--- src/rtl/lau_pkg.sv ---
package lau_pkg;
  localparam int INSTR_W = 16;
  localparam int REG_AW  = 5;
  localparam int IMM_W   = 8;

  localparam logic [5:0] OPC_AND_REG  = 6'b100100;
  localparam logic [6:0] OPC_AND_IDX  = 7'b1001010;
  localparam logic [3:0] OPC_BIT_TEST = 4'b0110;

  localparam logic [1:0] MODE_POST_DEC = 2'b00;
  localparam logic [1:0] MODE_KEEP     = 2'b01;
  localparam logic [1:0] MODE_POST_INC = 2'b10;
  localparam logic [1:0] MODE_PRE_INC  = 2'b11;

  typedef enum logic [1:0] {OP_NONE, OP_AND_REG, OP_AND_IDX, OP_BIT_TEST} lau_op_e;
  typedef enum logic [1:0] {ST_IDLE, ST_T2, ST_T3} lau_state_e;

  typedef struct packed {
    lau_op_e            op;
    logic [REG_AW-1:0]  rs;
    logic [REG_AW-1:0]  rd;
    logic [1:0]         mode;
    logic [1:0]         ix_sel;
    logic [IMM_W-1:0]   imm;
  } lau_dec_t;
endpackage

--- src/rtl/lau_decode.sv ---
module lau_decode
  import lau_pkg::*;
(
  input  logic [INSTR_W-1:0] instr_i,
  output lau_dec_t           dec_o
);
  logic is_reg, is_idx, is_bit;

  assign is_reg = (instr_i[15:10] == OPC_AND_REG);
  assign is_idx = (instr_i[15:9]  == OPC_AND_IDX);
  assign is_bit = (instr_i[15:12] == OPC_BIT_TEST);

  always_comb begin
    dec_o        = '0;
    dec_o.rd     = instr_i[9:5];
    dec_o.mode   = instr_i[8:7];
    dec_o.ix_sel = instr_i[6:5];
    dec_o.imm    = instr_i[11:4];
    dec_o.rs     = instr_i[4:0];
    if (is_reg) begin
      dec_o.op = OP_AND_REG;
    end else if (is_idx) begin
      dec_o.op = OP_AND_IDX;
    end else if (is_bit) begin
      dec_o.op = OP_BIT_TEST;
      dec_o.rs = {1'b0, instr_i[3:0]};
    end else begin
      dec_o.op = OP_NONE;
    end
  end

  always_comb begin
    AST_DECODE_EXCLUSIVE: assert ($countones({is_reg, is_idx, is_bit}) <= 1)
      else $error("opcode patterns overlap");
  end
endmodule

--- src/rtl/lau_idx_unit.sv ---
module lau_idx_unit
  import lau_pkg::*;
#(
  parameter int ADDR_W = 16
) (
  input  logic [1:0]        mode_i,
  input  logic [ADDR_W-1:0] ix_i,
  output logic [ADDR_W-1:0] addr_o,
  output logic [ADDR_W-1:0] next_o,
  output logic              wr_o
);
  localparam logic [ADDR_W-1:0] ONE = ADDR_W'(1);

  function automatic logic [ADDR_W-1:0] step(input logic [1:0] m, input logic [ADDR_W-1:0] v);
    case (m)
      MODE_POST_DEC: step = v - ONE;
      MODE_KEEP:     step = v;
      default:       step = v + ONE;
    endcase
  endfunction

  function automatic logic [ADDR_W-1:0] eff_addr(input logic [1:0] m, input logic [ADDR_W-1:0] v);
    eff_addr = (m == MODE_PRE_INC) ? v + ONE : v;
  endfunction

  assign next_o = step(mode_i, ix_i);
  assign addr_o = eff_addr(mode_i, ix_i);
  assign wr_o   = (mode_i != MODE_KEEP);

  always_comb begin
    AST_PRE_INC_ADDR: assert (mode_i != MODE_PRE_INC || addr_o == next_o)
      else $error("pre-increment address differs from new index");
    AST_KEEP_NO_WRITE: assert (mode_i != MODE_KEEP || (!wr_o && next_o == ix_i))
      else $error("keep mode changes index");
  end
endmodule

--- src/rtl/lau_flags.sv ---
module lau_flags #(
  parameter int DATA_W = 8
) (
  input  logic              clk,
  input  logic              rst_n,
  input  logic              upd_i,
  input  logic [DATA_W-1:0] result_i,
  output logic              n_o,
  output logic              z_o
);
  function automatic logic sign_of(input logic [DATA_W-1:0] v);
    sign_of = v[DATA_W-1];
  endfunction

  function automatic logic zero_of(input logic [DATA_W-1:0] v);
    zero_of = (v == '0);
  endfunction

  always_ff @(posedge clk or negedge rst_n) begin
    if (!rst_n) begin
      n_o <= 1'b0;
      z_o <= 1'b0;
    end else if (upd_i) begin
      n_o <= sign_of(result_i);
      z_o <= zero_of(result_i);
    end
  end

  AST_FLAGS_HOLD: assert property (@(posedge clk) disable iff (!rst_n)
    !upd_i |=> ($stable(n_o) && $stable(z_o))) else $error("flags moved without update");
endmodule

--- src/rtl/logic_and_unit.sv ---
module logic_and_unit
  import lau_pkg::*;
#(
  parameter int DATA_W = 8,
  parameter int ADDR_W = 16
) (
  input  logic              clk,
  input  logic              rst_n,
  input  logic              issue_i,
  input  logic [15:0]       instr_i,
  input  logic              bank_alt_i,
  input  logic [DATA_W-1:0] acc_main_i,
  input  logic [DATA_W-1:0] acc_alt_i,
  output logic [4:0]        rs_addr_o,
  input  logic [DATA_W-1:0] rs_data_i,
  output logic [1:0]        ix_sel_o,
  input  logic [ADDR_W-1:0] ix_data_i,
  output logic              ix_we_o,
  output logic [1:0]        ix_wsel_o,
  output logic [ADDR_W-1:0] ix_wdata_o,
  output logic              rd_we_o,
  output logic [4:0]        rd_addr_o,
  output logic [DATA_W-1:0] rd_wdata_o,
  output logic              mem_we_o,
  output logic [ADDR_W-1:0] mem_addr_o,
  output logic [DATA_W-1:0] mem_wdata_o,
  output logic              busy_o,
  output logic              done_o,
  output logic              flag_n_o,
  output logic              flag_z_o
);
  lau_dec_t          dec;
  lau_state_e        state_q, state_d;
  lau_op_e           op_q;
  logic [REG_AW-1:0] rd_q;
  logic [1:0]        mode_q, sel_q;
  logic [DATA_W-1:0] opa_q, opb_q, opb_d, result;
  logic [ADDR_W-1:0] ix_q, idx_addr, idx_next;
  logic              idx_wr, accept, flag_upd;

  function automatic logic [DATA_W-1:0] and_op(input logic [DATA_W-1:0] a, input logic [DATA_W-1:0] b);
    and_op = a & b;
  endfunction

  lau_decode u_dec (.instr_i(instr_i), .dec_o(dec));

  assign rs_addr_o = dec.rs;
  assign ix_sel_o  = dec.ix_sel;
  assign accept    = issue_i && (state_q == ST_IDLE) && (dec.op != OP_NONE);

  always_comb begin
    if (dec.op == OP_BIT_TEST) opb_d = DATA_W'(dec.imm);
    else if (bank_alt_i)       opb_d = acc_alt_i;
    else                       opb_d = acc_main_i;
  end

  always_comb begin
    state_d = state_q;
    case (state_q)
      ST_IDLE: if (accept) state_d = ST_T2;
      ST_T2:   state_d = (op_q == OP_AND_IDX) ? ST_T3 : ST_IDLE;
      default: state_d = ST_IDLE;
    endcase
  end

  always_ff @(posedge clk or negedge rst_n) begin
    if (!rst_n) begin
      state_q <= ST_IDLE;
      op_q    <= OP_NONE;
      rd_q    <= '0;
      mode_q  <= '0;
      sel_q   <= '0;
      opa_q   <= '0;
      opb_q   <= '0;
      ix_q    <= '0;
    end else begin
      state_q <= state_d;
      if (accept) begin
        op_q   <= dec.op;
        rd_q   <= dec.rd;
        mode_q <= dec.mode;
        sel_q  <= dec.ix_sel;
        opa_q  <= rs_data_i;
        opb_q  <= opb_d;
        ix_q   <= ix_data_i;
      end
    end
  end

  lau_idx_unit #(.ADDR_W(ADDR_W)) u_idx (
    .mode_i(mode_q), .ix_i(ix_q), .addr_o(idx_addr), .next_o(idx_next), .wr_o(idx_wr)
  );

  assign result      = and_op(opa_q, opb_q);
  assign busy_o      = (state_q != ST_IDLE);
  assign rd_we_o     = (state_q == ST_T2) && (op_q == OP_AND_REG);
  assign rd_addr_o   = rd_q;
  assign rd_wdata_o  = result;
  assign ix_we_o     = (state_q == ST_T2) && (op_q == OP_AND_IDX) && idx_wr;
  assign ix_wsel_o   = sel_q;
  assign ix_wdata_o  = idx_next;
  assign mem_we_o    = (state_q == ST_T3);
  assign mem_addr_o  = idx_addr;
  assign mem_wdata_o = result;
  assign done_o      = ((state_q == ST_T2) && (op_q != OP_AND_IDX)) || (state_q == ST_T3);
  assign flag_upd    = done_o;

  lau_flags #(.DATA_W(DATA_W)) u_flags (
    .clk(clk), .rst_n(rst_n), .upd_i(flag_upd), .result_i(result), .n_o(flag_n_o), .z_o(flag_z_o)
  );

  AST_WRITE_WHILE_BUSY: assert property (@(posedge clk) disable iff (!rst_n)
    (rd_we_o || mem_we_o || ix_we_o) |-> busy_o) else $error("write strobe while idle");
  AST_SINGLE_WRITE: assert property (@(posedge clk) disable iff (!rst_n)
    $onehot0({rd_we_o, mem_we_o, ix_we_o})) else $error("several write strobes at once");
  AST_MEM_AFTER_T2: assert property (@(posedge clk) disable iff (!rst_n)
    mem_we_o |-> $past(busy_o && !done_o)) else $error("memory write not in third cycle");
  AST_DONE_TO_IDLE: assert property (@(posedge clk) disable iff (!rst_n)
    done_o |=> !busy_o) else $error("busy after done");
  AST_IGNORE_UNDEF: assert property (@(posedge clk) disable iff (!rst_n)
    (!busy_o && issue_i && dec.op == OP_NONE) |=> !busy_o) else $error("undefined opcode started");
endmodule

--- config.mk ---
export PLATFORM = sky130hd
export DESIGN_NAME = logic_and_unit
export DESIGN_NICKNAME = d
export VERILOG_FILES = /design/src/rtl/lau_pkg.sv /design/src/rtl/lau_decode.sv /design/src/rtl/lau_idx_unit.sv /design/src/rtl/lau_flags.sv /design/src/rtl/logic_and_unit.sv
export SDC_FILE = /design/constraint.sdc
export NUM_CORES = 1
export LEC_CHECK = 0
export BUFFER_PORTS_ARGS = -buffer_cell sky130_fd_sc_hd__buf_4
export CAP_MARGIN = 20
export CORE_ASPECT_RATIO = 1.5
export CORE_MARGIN = 1.5
export CORE_UTILIZATION = 35
export DETAILED_ROUTE_END_ITERATION = 8
export SLEW_MARGIN = 20
export SYNTH_ARGS = -nofsm -noshare
export SYNTH_HDL_FRONTEND = slang
export SYNTH_HIERARCHICAL = 1
export SYNTH_SLANG_ARGS = --single-unit
--- constraint.sdc ---
create_clock -name clk -period 1.8 [get_ports clk]
set_clock_uncertainty 0.05 [all_clocks]
set_input_delay 0.36 -clock clk [delete_from_list [all_inputs] [get_ports clk]]
set_output_delay 0.36 -clock clk [all_outputs]
set_load 0.005 [all_outputs]
==> results.md <==
* Switching part of the total at about a third
* Final setup violating endpoints at 75
* Max Buffers Root-to-Sink at 2
* Mapped Area at between 3000 and 4000 µm²
* Mean Syn Cell Area at between 10 and 15 µm²
* Reg clk slew, reported paths at 70 ps
* Comb power frac at approximately half
* Routed Antenna Nets at 0
* Wire length on met3 at 422 µm
* Dominant cells by area after synthesis: dfrtp_1 34%, mux2_4 17%, buf_4 7.0%
* EDFF count, synth at 0
* Vias in the first global route at slightly below 3,000
* Largest net degree at the start of global routing at 48
* Std cell rows at 44
* Power per cell area at ~1100 nW/µm²
* I/O pin total at around 130
* Routed via count at ~2,800
* P&R area growth vs syn at 53.4%
* CTS H-Tree Depth at 2
* DRT Wirelength at about 9900 µm
* Worst Setup Slack, final at -585 ps
* Kind of capture point of the worst setup path: primary output
* Internal cell power at between 3000 and 4000 µW
* Slew margin rel. at between 50% and 60%
* R2R depth at 5
* Port Buffers at 120
* R2R setup slack at about 100 ps
* DRT iter0 DRCs at a little over 80
* Clock sinks at 47
* Worst-skew pair later-pin latency at between 200 and 300 ps
* Slew Viols, Final at 0
* Syn nets at between 300 and 400
* Pwr Total at between 5000 and 6000 µW
* Met1 WL at between 3000 and 4000 µm
* DP Wirelength at just under 7000 µm
* RD Place Congestion at 0.834
* Hold Crit Class: input port to async pin
* Min cycle time layout at between 2000 and 2500 ps
* CP startpoint kind: register
* Die Wd at approximately 84 µm
* Total grt overflow at 0
* Num CTS Buffers at 5
* Post-Synthesis Cells at between 300 and 400
* Crit path from: ix_q[0]
* Die area at roughly 10,000 µm²
* Top_reg_cell synth: dfrtp_1
* FILL cells at approximately 870
* VDD IR-drop max at approximately 0.73 mV
* Post-CTS Hold Buffers at 0
* Remaining DRCs at 0
* Seq pwr share at 29.2%
* RSZ-0062 raised after global routing: yes
* Initial Util at 35.8%
* Layout Nets at between 500 and 600
* CTS tree: done
* Synth unique cells at 57
* Antenna diode count at 0
* Total GRT Usage at around a fifth
* Status: finished, violations left
* Yosys warns at 6
* Final setup TNS at -24,180 ps
* WP data arrival at a little under 2000 ps
* Critical path class: register to primary output
* Worst Tran Pin Value at ~630 ps
* Max cap viols at 0
* Tcrit/Tclk final at 133%
* Wire length on met2 at 5530 µm
* Final hold vios at 0
* Worst R2R End: mode_q[0]
* Post-synthesis sequential area ratio at about a third
* Capture point of the worst path: ix_wdata_o[8]
* 1st-pass router iterations at 6
* Clock power frac at approximately a fifth
* Routed wire per std cell at 17.3 µm
* Initial antenna violation count at 0
* Drt via density at 4.83
* Psw at about 1800 µW
* Root buf cell: clkbuf_16
* R2R Path Start: state_q[1]
* Ratio of cells with drive above 1 in the final layout at just under 70%
* Crit path max fanout at 3
* Fmax at ~420 MHz
* Die Height at roughly 120 µm
* Leak pwr at 0.00250 µW
* Synth Register Bits at 47
* Post-synth top area share at between 30% and 40%
* Failing checks: negative setup slack
* First-pass GRT wire length at ~16,000 µm
* Area leader, netlist: dfrtp_1
* CP required at between 1000 and 1500 ps
* DR top layer: met4
* Async set-reset flop share out of synthesis at 100%
* Core Area at between 9000 and 10,000 µm²
[worst max-delay path, cell delays in order (launching register included)]
cell	delay, ps
dfrtp_2	450
inv_2	100
ha_4	140
nand2b_4	60
nor4_4	230
nand2_2	170
buf_6	150
o22ai_2	90
xor2_1	160
buf_4	130
[final cells by class]
| type | instances | area, µm² | share of cell area (%) |
|---|---|---|---|
| multi-input cells | 205 | 2140 | 40.7 |
| clock inverters | 2 | 35.0 | 0.666 |
| clock buffers | 6 | 139 | 2.64 |
| inverters | 7 | 33.8 | 0.642 |
| repair buffers | 191 | 1580 | 30.1 |
| flip-flops and latches | 47 | 1190 | 22.5 |
| well taps | 115 | 144 | 2.73 |
[synthesized netlist by cell type, types with 2 or more instances]
master,instances
nand4_1,5
and2_1,11
xor2_1,15
ha_1,2
mux2_4,39
clkbuf_1,2
nor4_4,2
buf_6,4
xnor2_1,14
nand2_1,18
nor2_1,18
a31oi_1,2
mux2i_1,8
buf_4,32
o22ai_1,2
o21ai_0,11
dfrtp_1,47
buf_12,4
and3_1,2
inv_1,6
nor2b_1,3
mux2_2,6
buf_2,5
nand3_1,17
[cells by family after synthesis]
| kind of cell | after synthesis | share of synthesized area [%] |
|---|---|---|
| flops | 47 | 34.3 |
| mux | 53 | 21.4 |
| xor+xnor | 30 | 7.88 |
| buf+inv | 56 | 13.1 |
| simple gates | 96 | 17.7 |
| compound gates | 24 | 5.00 |
| fa+ha+maj | 2 | 0.730 |
[state kept, by name, indices dropped and copies added, names as in the netlist]
register     cells
op_q             2
rd_addr_o        5
opa_q            8
u_flags/z_o      1
opb_q            8
mode_q           2
ix_q            16
ix_wsel_o        2
state_q          2
u_flags/n_o      1
[metal layers]
metal,GRT usage [%],up-vias
li1,-,1330
met1,21.0,1328
met2,36.5,92
met3,3.32,15
met4,6.27,0
met5,0,-
[power groups by stage]
stage | Clock (µW) | Sequential [µW] | Combinational, µW
4_1_cts | 1120 | 1630 | 2760
3_5_place_dp | 0 | 1640 | 2400
6_report | 1100 | 1640 | 2890
2_1_floorplan | 0 | 1570 | 1360
3_3_place_gp | 0 | 1630 | 2360
5_1_grt | 1180 | 1690 | 3080
[placed cells by master, fill, tap and decap left out, types with 6 or more instances in the layout]
| cell type | Yosys | final |
|---|---|---|
| buf_4 | 32 | 170 |
| mux2_4 | 39 | 44 |
| dfrtp_1 | 47 | 39 |
| xor2_1 | 15 | 15 |
| and2_1 | 11 | 11 |
| nand3_1 | 17 | 10 |
| nand2_1 | 18 | 10 |
| xnor2_1 | 14 | 10 |
| o21ai_0 | 11 | 9 |
| buf_6 | 4 | 9 |
| mux2i_1 | 8 | 8 |
| dfrtp_2 | 0 | 8 |
| buf_8 | 0 | 7 |
| nor2_1 | 18 | 7 |
| nor2_4 | 0 | 6 |
[worst min-delay path by stage]
stage,startpoint,to,cells after the start
finish,rst_n,ix_q[9],1
global route,rst_n,ix_q[9],1
CTS,rst_n,u_flags/n_o,1
detailed placement,rst_n,u_flags/n_o,1
global placement,rst_n,ix_q[9],1
floorplan,rst_n,ix_q[0],0
[what timing repair did]
action,4_1_cts,5_1_grt
pin swaps,24,20
setup buffers,16,11
cloned,6,0
endpoints found under the setup margin,76,76
resized for setup,82,42
[through the flow]
stage          worst slack, ps  utilization [%]  cells  hold WS (ps)  area (µm²)
6_report                  -585             54.9    573          30.3        5260
3_3_place_gp              -618             46.4    541           366        4440
4_1_cts                   -636             54.4    571          55.4        5210
2_1_floorplan             -308                -    308          14.4        3450
3_5_place_dp              -678             46.4    541           368        4440
5_1_grt                   -706             54.9    573          68.9        5260
Note: power is estimated with default switching activity, not from simulation.
